`src/rtl/gaf_pkg.sv`:
```
package gaf_pkg;
    localparam int GAF_ADDR_W = 48;
    localparam int GAF_REG_W  = 32;
    localparam int GAF_IDX_W  = 6;

    typedef struct packed {
        logic [GAF_REG_W-1:0] hi;
        logic [GAF_REG_W-1:0] lo;
    } gaf_tbl_t;
endpackage

```
`src/rtl/gaf_index.sv`:
```
module gaf_index #(
    parameter int ADDR_W = gaf_pkg::GAF_ADDR_W,
    parameter int IDX_W  = gaf_pkg::GAF_IDX_W
) (
    input  logic [ADDR_W-1:0] addr,
    output logic [IDX_W-1:0]  idx,
    output logic              is_group
);
    // last byte sits in bits 7:0; index is its upper IDX_W bits
    localparam int LAST_MSB  = 7;
    localparam int GROUP_BIT = ADDR_W - 8;

    assign idx      = addr[LAST_MSB -: IDX_W];
    assign is_group = addr[GROUP_BIT];
endmodule

```
`src/rtl/gaf_table.sv`:
```
module gaf_table
    import gaf_pkg::*;
#(
    parameter int REG_W = GAF_REG_W,
    parameter int IDX_W = GAF_IDX_W
) (
    input  logic             clk,
    input  logic             rst_n,
    input  logic             clr,
    input  logic             all,
    input  logic             wr_en,
    input  logic             wr_hi,
    input  logic [REG_W-1:0] wr_data,
    input  logic             add_en,
    input  logic [IDX_W-1:0] add_idx,
    output logic [2*REG_W-1:0] tbl
);
    localparam logic [REG_W-1:0] HI_KEEP_BCAST = {1'b1, {(REG_W-1){1'b0}}};

    typedef struct packed {
        logic [REG_W-1:0] hi;
        logic [REG_W-1:0] lo;
    } st_t;

    st_t st_d, st_q;

    always_comb begin
        logic [2*REG_W-1:0] flat;
        st_d = st_q;
        flat = {st_q.hi, st_q.lo};
        if (clr) begin
            st_d.lo = '0;
            st_d.hi = HI_KEEP_BCAST;
        end else if (all) begin
            st_d.lo = '1;
            st_d.hi = '1;
        end else if (wr_en) begin
            if (wr_hi) st_d.hi = wr_data;
            else       st_d.lo = wr_data;
        end else if (add_en) begin
            flat[add_idx] = 1'b1;
            st_d.hi = flat[2*REG_W-1:REG_W];
            st_d.lo = flat[REG_W-1:0];
        end
    end

    always_ff @(posedge clk or negedge rst_n) begin
        if (!rst_n) begin
            st_q.lo <= '0;
            st_q.hi <= HI_KEEP_BCAST;
        end else begin
            st_q <= st_d;
        end
    end

    assign tbl = {st_q.hi, st_q.lo};
endmodule

```
`src/rtl/gaf_decide.sv`:
```
module gaf_decide #(
    parameter int ADDR_W = gaf_pkg::GAF_ADDR_W,
    parameter int IDX_W  = gaf_pkg::GAF_IDX_W,
    parameter int TBL_W  = 2 * gaf_pkg::GAF_REG_W
) (
    input  logic              clk,
    input  logic              rst_n,
    input  logic              strb,
    input  logic              is_group,
    input  logic [IDX_W-1:0]  idx,
    input  logic [TBL_W-1:0]  tbl,
    input  logic [ADDR_W-1:0] addr,
    input  logic [ADDR_W-1:0] sta,
    output logic              res_valid,
    output logic              res_accept
);
    typedef struct packed {
        logic valid;
        logic accept;
    } res_t;

    res_t res_d, res_q;

    always_comb begin
        res_d.valid  = strb;
        res_d.accept = 1'b0;
        if (strb) begin
            res_d.accept = is_group ? tbl[idx] : (addr == sta);
        end
    end

    always_ff @(posedge clk or negedge rst_n) begin
        if (!rst_n) res_q <= '0;
        else        res_q <= res_d;
    end

    assign res_valid  = res_q.valid;
    assign res_accept = res_q.accept;
endmodule

```
`src/rtl/gaf_filter.sv`:
```
module gaf_filter
    import gaf_pkg::*;
#(
    parameter int ADDR_W = GAF_ADDR_W,
    parameter int REG_W  = GAF_REG_W,
    parameter int IDX_W  = GAF_IDX_W
) (
    input  logic              clk,
    input  logic              rst_n,
    input  logic              lk_strb,
    input  logic [ADDR_W-1:0] lk_addr,
    input  logic [ADDR_W-1:0] sta_addr,
    input  logic              tbl_clr,
    input  logic              tbl_all,
    input  logic              wr_en,
    input  logic              wr_hi,
    input  logic [REG_W-1:0]  wr_data,
    input  logic              add_en,
    input  logic [ADDR_W-1:0] add_addr,
    output logic              res_valid,
    output logic              res_accept
);
    localparam int TBL_W = 2 * REG_W;

    logic [IDX_W-1:0] lk_idx, add_idx;
    logic             lk_group, add_group_unused;
    logic [TBL_W-1:0] tbl;

    gaf_index #(.ADDR_W(ADDR_W), .IDX_W(IDX_W)) u_lk_idx (
        .addr(lk_addr), .idx(lk_idx), .is_group(lk_group)
    );

    gaf_index #(.ADDR_W(ADDR_W), .IDX_W(IDX_W)) u_add_idx (
        .addr(add_addr), .idx(add_idx), .is_group(add_group_unused)
    );

    gaf_table #(.REG_W(REG_W), .IDX_W(IDX_W)) u_table (
        .clk(clk), .rst_n(rst_n), .clr(tbl_clr), .all(tbl_all),
        .wr_en(wr_en), .wr_hi(wr_hi), .wr_data(wr_data),
        .add_en(add_en), .add_idx(add_idx), .tbl(tbl)
    );

    gaf_decide #(.ADDR_W(ADDR_W), .IDX_W(IDX_W), .TBL_W(TBL_W)) u_decide (
        .clk(clk), .rst_n(rst_n), .strb(lk_strb), .is_group(lk_group),
        .idx(lk_idx), .tbl(tbl), .addr(lk_addr), .sta(sta_addr),
        .res_valid(res_valid), .res_accept(res_accept)
    );
endmodule

```
`config.mk`:
```
export PLATFORM = sky130hd
export DESIGN_NAME = gaf_filter
export DESIGN_NICKNAME = d
export VERILOG_FILES = /design/src/rtl/gaf_pkg.sv /design/src/rtl/gaf_index.sv /design/src/rtl/gaf_table.sv /design/src/rtl/gaf_decide.sv /design/src/rtl/gaf_filter.sv
export SDC_FILE = /design/constraint.sdc
export NUM_CORES = 1
export LEC_CHECK = 0
export ABC_AREA = 1
export BUFFER_PORTS_ARGS = -buffer_cell sky130_fd_sc_hd__clkbuf_2
export CORE_UTILIZATION = 45
export CTS_BUF_LIST = sky130_fd_sc_hd__clkbuf_16
export CTS_CLUSTER_SIZE = 40
export DETAILED_ROUTE_END_ITERATION = 16
export PLACE_DENSITY = 0.83
export SYNTH_ARGS = -nofsm -noshare
export SYNTH_HDL_FRONTEND = slang
export SYNTH_SLANG_ARGS = --single-unit
```
`constraint.sdc`:
```
create_clock -name clk -period 3.3 [get_ports clk]
set_input_delay 0.165 -clock clk [delete_from_list [all_inputs] [get_ports clk]]
set_output_delay 0.165 -clock clk [all_outputs]
set_load 0.05 [all_outputs]
```
# Word-level counts from Yosys, hierarchy flattened
# Index checks and enable logic that the tools add are counted.
# Widths: inputs -> output; s select.
dict set report classes {
  n_reduce_logical 4
  eq_ne 3
  bitwise 1
  muxes 12
  order_cmp 3
}
# cell count
set op_table {}
lappend op_table {{$mux 64} 4}
lappend op_table {{$mux 32} 2}
lappend op_table {{$or 64x64->64} 1}
lappend op_table {{$eq 48x48->1} 1}
lappend op_table {{$lt 6x7->1 const B} 2}
lappend op_table {{$bmux 1 s6} 1}
lappend op_table {{$demux 1 s6} 1}
lappend op_table {{$ge 6x1->1 const B} 1}
lappend op_table {{$mux 1} 4}
lappend op_table {{$ne 4x3->1 const B} 1}
lappend op_table {{$ne 4x4->1 const B} 1}
lappend op_table {{$reduce_and 2->1} 2}
lappend op_table {{$reduce_bool 4->1} 1}
lappend op_table {{$logic_and 1x1->1} 1}
dict set report totals {
  elab_cells 27
  output_inout_bits 2
  regBits 66
}

# Logic depth before layout (Yosys ltp)
# Gate-level depths: netlist of the first run.
dict set report depth {
  depth_word 9
  mapped_depth 12
  ltp_nobuf 11
}

# By module
# Synthesis of the first run repeated with hierarchy kept, for this count alone.
dict set report hier_totals {
  cells_unflattened 905
  hier_area_um2 5631.7
}
# module n_inst seq_area_each_um2 area_per_inst_um2 cells_each
set by_module_without_submodules {}
lappend by_module_without_submodules {gaf_table 1 1602.8 3983.8 587}
lappend by_module_without_submodules {gaf_decide 1 50.0 1542.7 304}
lappend by_module_without_submodules {gaf_index 2 0.0 52.6 7}

# Worst setup path after synthesis of the first run
# No wires, ideal clock.
dict set report synth_timing {
  path_type {input-to-reg}
  from {input tbl_all}
  to {register u_table.st_q (netlist bit u_table.tbl[33])}
  slack_ns 2.098
  required_time_ns 3.158
  n_path_buf 3
  arrival_ns 1.061
  setup_ns 0.142
  cell_stages 8
  path_cell_list {buf_2 > nor2_1 > nand3_2 > inv_2 > or2_1 > buf_6 > buf_6 > o22ai_2}
}
dict set report synth_between {
  elab_chain_len 2
}
# element line
set synth_lines {}
lappend synth_lines {{from (decl)} gaf_filter.sv:14} ;# input logic tbl_all,
lappend synth_lines {{$ne 4x3->1 (no line) (tied with other cells)} n/a}
lappend synth_lines {{$reduce_and 2->1 (no line) / $mux 64 (equally long branches)} n/a}
lappend synth_lines {{to (signal assigned)} gaf_table.sv:52} ;# st_q <= st_d;
lappend synth_lines {{to (decl)} gaf_table.sv:25} ;# st_t st_d, st_q;
# Several ways; a longest one is shown, not always the timed one.
# A chain may end at the register's enable or synchronous reset.

# Final worst setup path of the first run
dict set report layout_timing {
  from {input tbl_all}
  to {register u_table.st_q (netlist bit u_table.tbl[32])}
}
# The elaborated chain is that of the path after synthesis.

==> qor.csv, run 1 <==
stage;metric;value;unit
clock_tree;holdBufCountCts;2;
grt;grt_pass1_wl;26100;µm
grt;grt.total_usage;0.289;
synthesis;avgSynthCellArea;6.91;µm²
clock_tree;cts_buffer_depth;2;
power_and_ir_drop;peakVddDrop;254;µV
power_and_ir_drop;p_comb_frac;0.261;
worst_setup_path;crit_cells;7;
power_and_ir_drop;switching_share;0.315;
synthesis;syn_nets;937;
worst_setup_path;max_stage_delay;0.46;ns
finish;fin_area;0.00621;mm²
worst_setup_path;endpoint;u_table.tbl[32]$_DFFE_PN0P_;
worst_setup_path;worstPathMaxFanout;33;
sta;finalCritPeriodShare;0.476;
placed_design;place_area;0.00591;mm²
flow_run;maxCapViolations;0;
synthesis;synth-xor-area-share;0.0673;
sta;slew_headroom;0.540;
synthesis;synth-seq-area-share;0.317;
synthesis;synthAdderAreaFrac;0;
grt;grt-ovfl-total;0;
worst_setup_path;reg2regPathDepth;10;
worst_hold_path;min_path_type;in2reg;
grt;grt_max_degree;67;
drt;dr.first_iter.drc_count;447;
clock_tree;numCtsBuffers;9;
worst_setup_path;crit_start;tbl_all;
sta;fin_crit;1.57;ns
synthesis;syn-cell-area;0.00521;mm²
power_and_ir_drop;p_seq_frac;0.369;
finish;final_cells;1023;
power_and_ir_drop;pwr-share-clk;0.370;
drt;drt_wl_total;16700;µm
drt;drc_errors;0;
clock_tree;path_clk_slew;0.05;ns
grt;use_met1;0.337;
synthesis;yosysWarnings;0;
sta;rsz0062_at_grt;no;
power_and_ir_drop;p_int;1710;µW
die;die_area;0.0120;mm²
drt;wl_per_cell;16.3;µm
drt;vias;5629;
sta;drv_slew;0;
die;io_pins;186;
placed_design;port_buffers;143;
power_and_ir_drop;p_per_area;402;mW/mm²
synthesis;synth_cells;753;
clock_tree;cts_setup_buffers;0;
worst_setup_path;crit_path_top_delay_cell;buf_4;
worst_setup_path;r2r-start;u_table.tbl[63]$_DFFE_PN1P_;
worst_setup_path;required;3.49;ns
synthesis;synth-seq-cells;66;
grt;grt_pass1_vias;5511;
clock_tree;cts_max_level;3;
outcome;status;finished, final reports clean;
synthesis;synth_cell_type_count;26;
power_and_ir_drop;leakage;0.00310;µW
finish;syn2layout_area_growth;19.3;%
clock_tree;cts.sinks;66;
finish;final_util;0.561;
drt;detail_route.vias_per_cell;5.50;
sta;worstMarginPinSlew;0.689;ns
power_and_ir_drop;p_sw;786;µW
finish;drive_gt1_frac;0.232;
die;coreArea;0.0111;mm²
worst_setup_path;worst-r2r-setup-slack;1.87;ns
sta;clock.fmax;636;MHz
drt;drt-pass1-iter-count;5;
clock_tree;post_cts_resized;0;
finish;layout.nets;1061;
synthesis;muxShareOfSynthArea;0;
die;rows;38;
grt;busiest_layer;met2;
grt;antenna_found_initial;1;
placed_design;dp.cells;1004;
finish;final_cell_mix;223 x nand2_1, 143 x clkbuf_2, 90 x inv_1;
clock_tree;cts.root.buffer_cell;clkbuf_16;
clock_tree;cts_tree;done;
die;start_util;0.470;
drt;drtAntennaViolNets;0;
worst_setup_path;crit_type;in2reg;
sta;finClkSkew;0.00457;ns
clock_tree;clk_latency;0.34;ns
placed_design;dpl.hpwl;11300;µm
worst_setup_path;critPathTopFamily;buffers and inverters;
sta;whs;0.0453;ns
sta;tns;0;ns
synthesis;synth-simple-area-share;0.255;
worst_setup_path;cp.arrival;1.76;ns
synthesis;synth-compound-area-share;0.244;
die;die_h;110;µm
worst_setup_path;crit_path_end_kind;flip-flop;
die;fp.dieW;110;µm
placed_design;place.gp.congestion;0.849;
sta;finalHoldViolCount;0;
sta;finalSetupViolations;0;
synthesis;synth_top_family_by_area;simple AND/OR/NAND/NOR gates;
grt;use_met2;0.497;
worst_setup_path;critPathLaunchType;input port;
worst_setup_path;cp_num_buf_inv;3;
grt;grt_use_met3;0.0528;
worst_setup_path;r2r_end;u_decide.res_accept$_DFF_PN0_;
worst_setup_path;path_cells;clkbuf_2 > nor2_1 > nand3_2 > inv_2 > or2_1 > buf_4 > o22ai_1;
finish;layout_commonest_cell;nand2_1;
final cells by class:
| cell class | instances | area (µm²) |
|---|---|---|
| diodes | 2 | 5.00 |
| clock buffers | 9 | 225 |
| clock inverters | 6 | 51.3 |
| fillers | 1069 | 4870 |
| inverters | 94 | 358 |
| multi-input cells | 554 | 2940 |
| flip-flops and latches | 66 | 1650 |
| well taps | 140 | 175 |
| repair buffers | 152 | 801 |
routing by layer:
metal  up-vias  routed length, µm
li1       2697                  -
met1      2575               6430
met2       304               8080
met3        53               1550
met4         0                607
met5         -                  0
cell usage after synthesis (all sizes together):
cell type	count	area [µm²]
nand2	224	843
o21ai	96	480
inv	94	358
nand3	73	370
dfrtp	65	1630
xnor2	40	350
a21oi	33	165
a21boi	31	233
o22ai	31	382
buf	26	203
nor2	19	73.8
clkbuf	13	48.8
nand4	3	18.8
or2	3	18.8
a32oi	1	8.76
dfstp	1	26.3
how the worst min path moves through the flow:
stage                                    endpoint  slack (ns)   startpoint  cells after the start
CTS                 u_decide.res_accept$_DFF_PN0_        0.05  lk_addr[40]                      2
detailed placement    u_table.tbl[16]$_DFFE_PN0P_        0.22        rst_n                      2
finish              u_decide.res_accept$_DFF_PN0_        0.05  lk_addr[40]                      2
global placement      u_table.tbl[18]$_DFFE_PN0P_        0.22        rst_n                      2
global route        u_decide.res_accept$_DFF_PN0_        0.05  lk_addr[40]                      2
floorplan           u_decide.res_accept$_DFF_PN0_       -0.13        rst_n                      0
power by group through the flow:
| stage | Sequential [µW] | Clock, µW | Combinational, µW |
|---|---|---|---|
| 4_1_cts | 920 | 923 | 649 |
| 5_1_grt | 928 | 954 | 732 |
| 3_3_place_gp | 929 | 0 | 623 |
| 3_5_place_dp | 932 | 0 | 641 |
| 6_report | 921 | 925 | 653 |
| 2_1_floorplan | 929 | 0 | 434 |
state kept, by name, indices dropped and copies added, names as in the netlist:
register,count
u_table.tbl,64
u_decide.res_accept,1
u_decide.res_valid,1
stage by stage:
| step | power [µW] | worst slack, ns |
|---|---|---|
| floorplan | 1360 | 2.10 |
| global placement | 1550 | 1.45 |
| detailed placement | 1570 | 1.39 |
| CTS | 2490 | 1.74 |
| global route | 2610 | 1.57 |
| finish | 2500 | 1.73 |
cell families (layout without fill, tap and decap cells):
logic type,Yosys count,count (layout)
and+or+nand+nor,322,322
AOI/OAI and AO/OA,192,192
buffers and inverters,133,261
DFF,66,66
xor gates and xnor gates,40,40
other,0,2
No activity file was read; power rests on OpenSTA's default activity.
==> run 2: changes to the inputs <==
Settings changed: ABC_AREA 1 to 0, PLACE_DENSITY 0.83 to 0.84.
Clock period 3.3 ns to 1.5 ns, I/O delays scaled along.
==> run 2 against run 1 <==
  * The flow now finishes with violations (setup timing)
  * Sequential power up 130%
  * Non-clock buffer count up 70
  * Critical path depth down 2
  * Combinational power rose to 2.5 times the previous value
  * Clock skew is 0.00073 ns higher
  * Wire length is 0.44% higher
  * Via count down 1.7%
  * Sequential cell count unchanged
  * Count of clock-buffer cells in the layout is the same
  * Critical path type is now reg2reg
  * Critical endpoint is now u_decide.res_accept$_DFF_PN0_
  * Highest routed layer unchanged
==> qor.csv, run 2 <==
stage;metric;value;unit;change
worst_setup_path;cp.arrival;1.88;ns;was 1.76 ns
sta;setup_slack;-0.168;ns;was 1.73 ns
finish;n_antenna_cell;0;;was 2
sta;drv_slew;0;;unchanged
drt;drt_wl_total;16700;µm;about the same
outcome;status;finished, violations left;;was finished, final reports clean
synthesis;synth_edf_count;0;;unchanged
worst_hold_path;min_path_type;in2reg;;unchanged
finish;final_util;0.614;;was 0.561
synthesis;synth-seq-area-share;0.328;;was 0.317
worst_setup_path;critPathLaunchType;flip-flop;;was input port
clock_tree;clk_latency;0.33;ns;was 0.34 ns
placed_design;place_area;0.00641;mm²;was 0.00591 mm²
placed_design;dpl.hpwl;12300;µm;was 11300 µm
synthesis;synth_cells;609;;was 753
die;fp.dieW;108;µm;was 110 µm
clock_tree;cts_buffer_depth;2;;unchanged
worst_setup_path;crit_path_end_kind;flip-flop;;unchanged
grt;antenna_found_initial;0;;was 1
drt;drc_errors;0;;unchanged
power_and_ir_drop;peakVddDrop;426;µV;was 254 µV
synthesis;synth_top_flop_cell;dfrtp_1;;unchanged
drt;drtAntennaViolNets;0;;unchanged
grt;grt-ovfl-total;0;;unchanged
finish;layout.nets;976;;was 1061
sta;clock.fmax;600;MHz;
placed_design;port_buffers;143;;unchanged
finish;regArea;0.00165;mm²;unchanged
power_and_ir_drop;p_per_area;835;mW/mm²;was 402 mW/mm²
synthesis;async_reset_ff_frac;1.00;;unchanged
clock_tree;cts.root.buffer_cell;clkbuf_16;;unchanged
placed_design;dp.cells;919;;was 1004
synthesis;synth-seq-cells;66;;unchanged
finish;fill_cells;905;;was 1069
synthesis;yosys.area.top_type;dfrtp_1;;unchanged
power_and_ir_drop;leakage;0.00288;µW;was 0.00310 µW
drt;detail_route.vias_per_cell;5.91;;was 5.50
die;die_area;0.0116;mm²;was 0.0120 mm²
drt;drt-pass1-iter-count;5;;unchanged
sta;slew_headroom;0.735;;was 0.540
power_and_ir_drop;finalPower;5580;µW;was 2500 µW
worst_setup_path;worstPathMaxFanout;2;;was 33
worst_setup_path;crit_type;reg2reg;;was in2reg
clock_tree;numCtsBuffers;9;;unchanged
clock_tree;cts_setup_buffers;0;;unchanged
sta;finalCritPeriodShare;1.11;;
clock_tree;path_clk_slew;0.05;ns;about the same
sta;fin_crit;1.67;ns;
finish;multiInputGateArea;0.00315;mm²;was 0.00294 mm²
die;start_util;0.463;;was 0.470
finish;largest_reg_flops;64;;unchanged
synthesis;syn-cell-area;0.00504;mm²;was 0.00521 mm²
outcome;violations;setup timing;;
finish;drive_gt1_frac;0.320;;was 0.232
synthesis;synth_cell_type_count;41;;was 26
sta;finClkSkew;0.00529;ns;was 0.00457 ns
drt;dr.first_iter.drc_count;447;;unchanged
grt;grt_max_degree;65;;was 67
flow_run;maxCapViolations;0;;unchanged
die;coreArea;0.0109;mm²;was 0.0111 mm²
sta;worstMarginPinSlew;0.394;ns;was 0.689 ns
clock_tree;post_cts_resized;0;;unchanged
finish;syn2layout_area_growth;32.7;%;was 19.3%
drt;wl_per_cell;17.9;µm;was 16.3 µm
finish;fin_area;0.00668;mm²;was 0.00621 mm²
die;io_pins;186;;unchanged
synthesis;synth_top_area_share;0.323;;was 0.312
die;die_h;108;µm;was 110 µm
clock_tree;cts_max_level;3;;unchanged
die;rows;38;;unchanged
synthesis;yosysWarnings;0;;unchanged
grt;grt_pass1_vias;5156;;was 5511
placed_design;place.gp.congestion;0.868;;was 0.849
synthesis;avgSynthCellArea;8.27;µm²;was 6.91 µm²
worst_setup_path;required;1.71;ns;was 3.49 ns
grt;grt_pass1_wl;25700;µm;was 26100 µm
synthesis;synth_common_cells;112 x o21ai_0, 77 x nor2_1, 65 x dfrtp_1;;was 223 x nand2_1, 88 x inv_1, 72 x nand3_1
finish;layout_commonest_cell;clkbuf_2;;was nand2_1
clock_tree;cts.sinks;66;;unchanged
synthesis;syn_nets;793;;was 937
sta;rsz0062_at_grt;yes;;was no
drt;vias;5533;;was 5629
clock_tree;cts_tree;done;;unchanged
finish;final_cell_mix;142 x clkbuf_2, 112 x o21ai_0, 77 x nor2_1;;was 223 x nand2_1, 143 x clkbuf_2, 90 x inv_1
synthesis;synthTopCellsByArea;dfrtp_1 32%, o21ai_0 11%, o21a_1 8.2%;;was dfrtp_1 31%, nand2_1 16%, o22ai_2 7.2%
sta;finalHoldViolCount;0;;unchanged
synthesis;yosys.cell_count.top_type;o21ai_0;;was nand2_1
grt;grt.total_usage;0.294;;was 0.289
sta;finalSetupViolations;1;;was 0
finish;final_cells;936;;was 1023
-- run 2: path summary, 6_finish.rpt --
path | from | end | slack [ns] | cells after the start
min | lk_addr[40] | u_decide.res_accept$_DFF_PN0_ | 0.08 | 3
max in group asynchronous | rst_n | u_table.tbl[63]$_DFFE_PN1P_ | 0.77 | 3
max | u_table.tbl[31]$_DFFE_PN0P_ | u_decide.res_accept$_DFF_PN0_ | -0.17 | 5
min reg2reg | u_table.tbl[62]$_DFFE_PN0P_ | u_table.tbl[62]$_DFFE_PN0P_ | 0.52 | 1
min in group asynchronous | rst_n | u_table.tbl[2]$_DFFE_PN0P_ | 0.20 | 2
max reg2reg | u_table.tbl[31]$_DFFE_PN0P_ | u_decide.res_accept$_DFF_PN0_ | -0.17 | 5
-- run 2: repair_timing --
action,in CTS,in global routing
pin swaps,1,0
hold endpoints to repair,34,0
setup endpoints to repair,1,1
hold buffers,2,0
-- run 2: kinds of logic (layout without fill, tap and decap cells) --
kind of cell | Yosys count | after routing | share of synthesized area
buffers and inverters | 55 | 242 | 0.0467
XOR/XNOR | 48 | 48 | 0.0835
flip-flops | 66 | 66 | 0.328
multiplexers | 23 | 23 | 0.0802
AO/OA/AOI/OAI | 261 | 261 | 0.304
AND/OR/NAND/NOR | 156 | 156 | 0.158
-- run 2: report_power, final --
part | total [µW] | switching (µW) | internal [µW]
Combinational | 1640 | 784 | 851
Sequential | 2120 | 149 | 1970
Clock | 1830 | 748 | 1080
Total | 5580 | 1680 | 3900
-- run 2: worst max-delay path, stage by stage (launching register included) --
cell,delay (ns)
dfrtp_1,0.38
mux4_2,0.49
mux2i_1,0.16
mux2i_1,0.10
a2111oi_2,0.31
o31ai_1,0.10
-- run 2: per-layer routing --
layer / global-route usage / wire length (µm) / vias up
met5: 0 / 0 / -
met4: 0.164 / 846 / 0
met3: 0.0496 / 1190 / 65
met2: 0.511 / 8320 / 290
met1: 0.343 / 6380 / 2614
li1: - / - / 2564
-- run 2: final cells by class --
cell class	count	share of cell area
Clock inverter	6	0.00412
Inverter	5	0.00281
Multi-Input combinational cell	488	0.471
Tap cell	140	0.0262
Sequential cell	66	0.247
Timing Repair Buffer	222	0.215
Clock buffer	9	0.0337
-- run 2: through the flow --
stage | setup TNS (ns) | worst slack [ns] | hold WS, ns
global route | -0.235 | -0.235 | 0.0916
detailed placement | -0.229 | -0.217 | 0.0195
finish | -0.168 | -0.168 | 0.0786
floorplan | -0.0607 | -0.0607 | -0.221
global placement | -0.179 | -0.179 | 0.0204
CTS | -0.188 | -0.188 | 0.0785
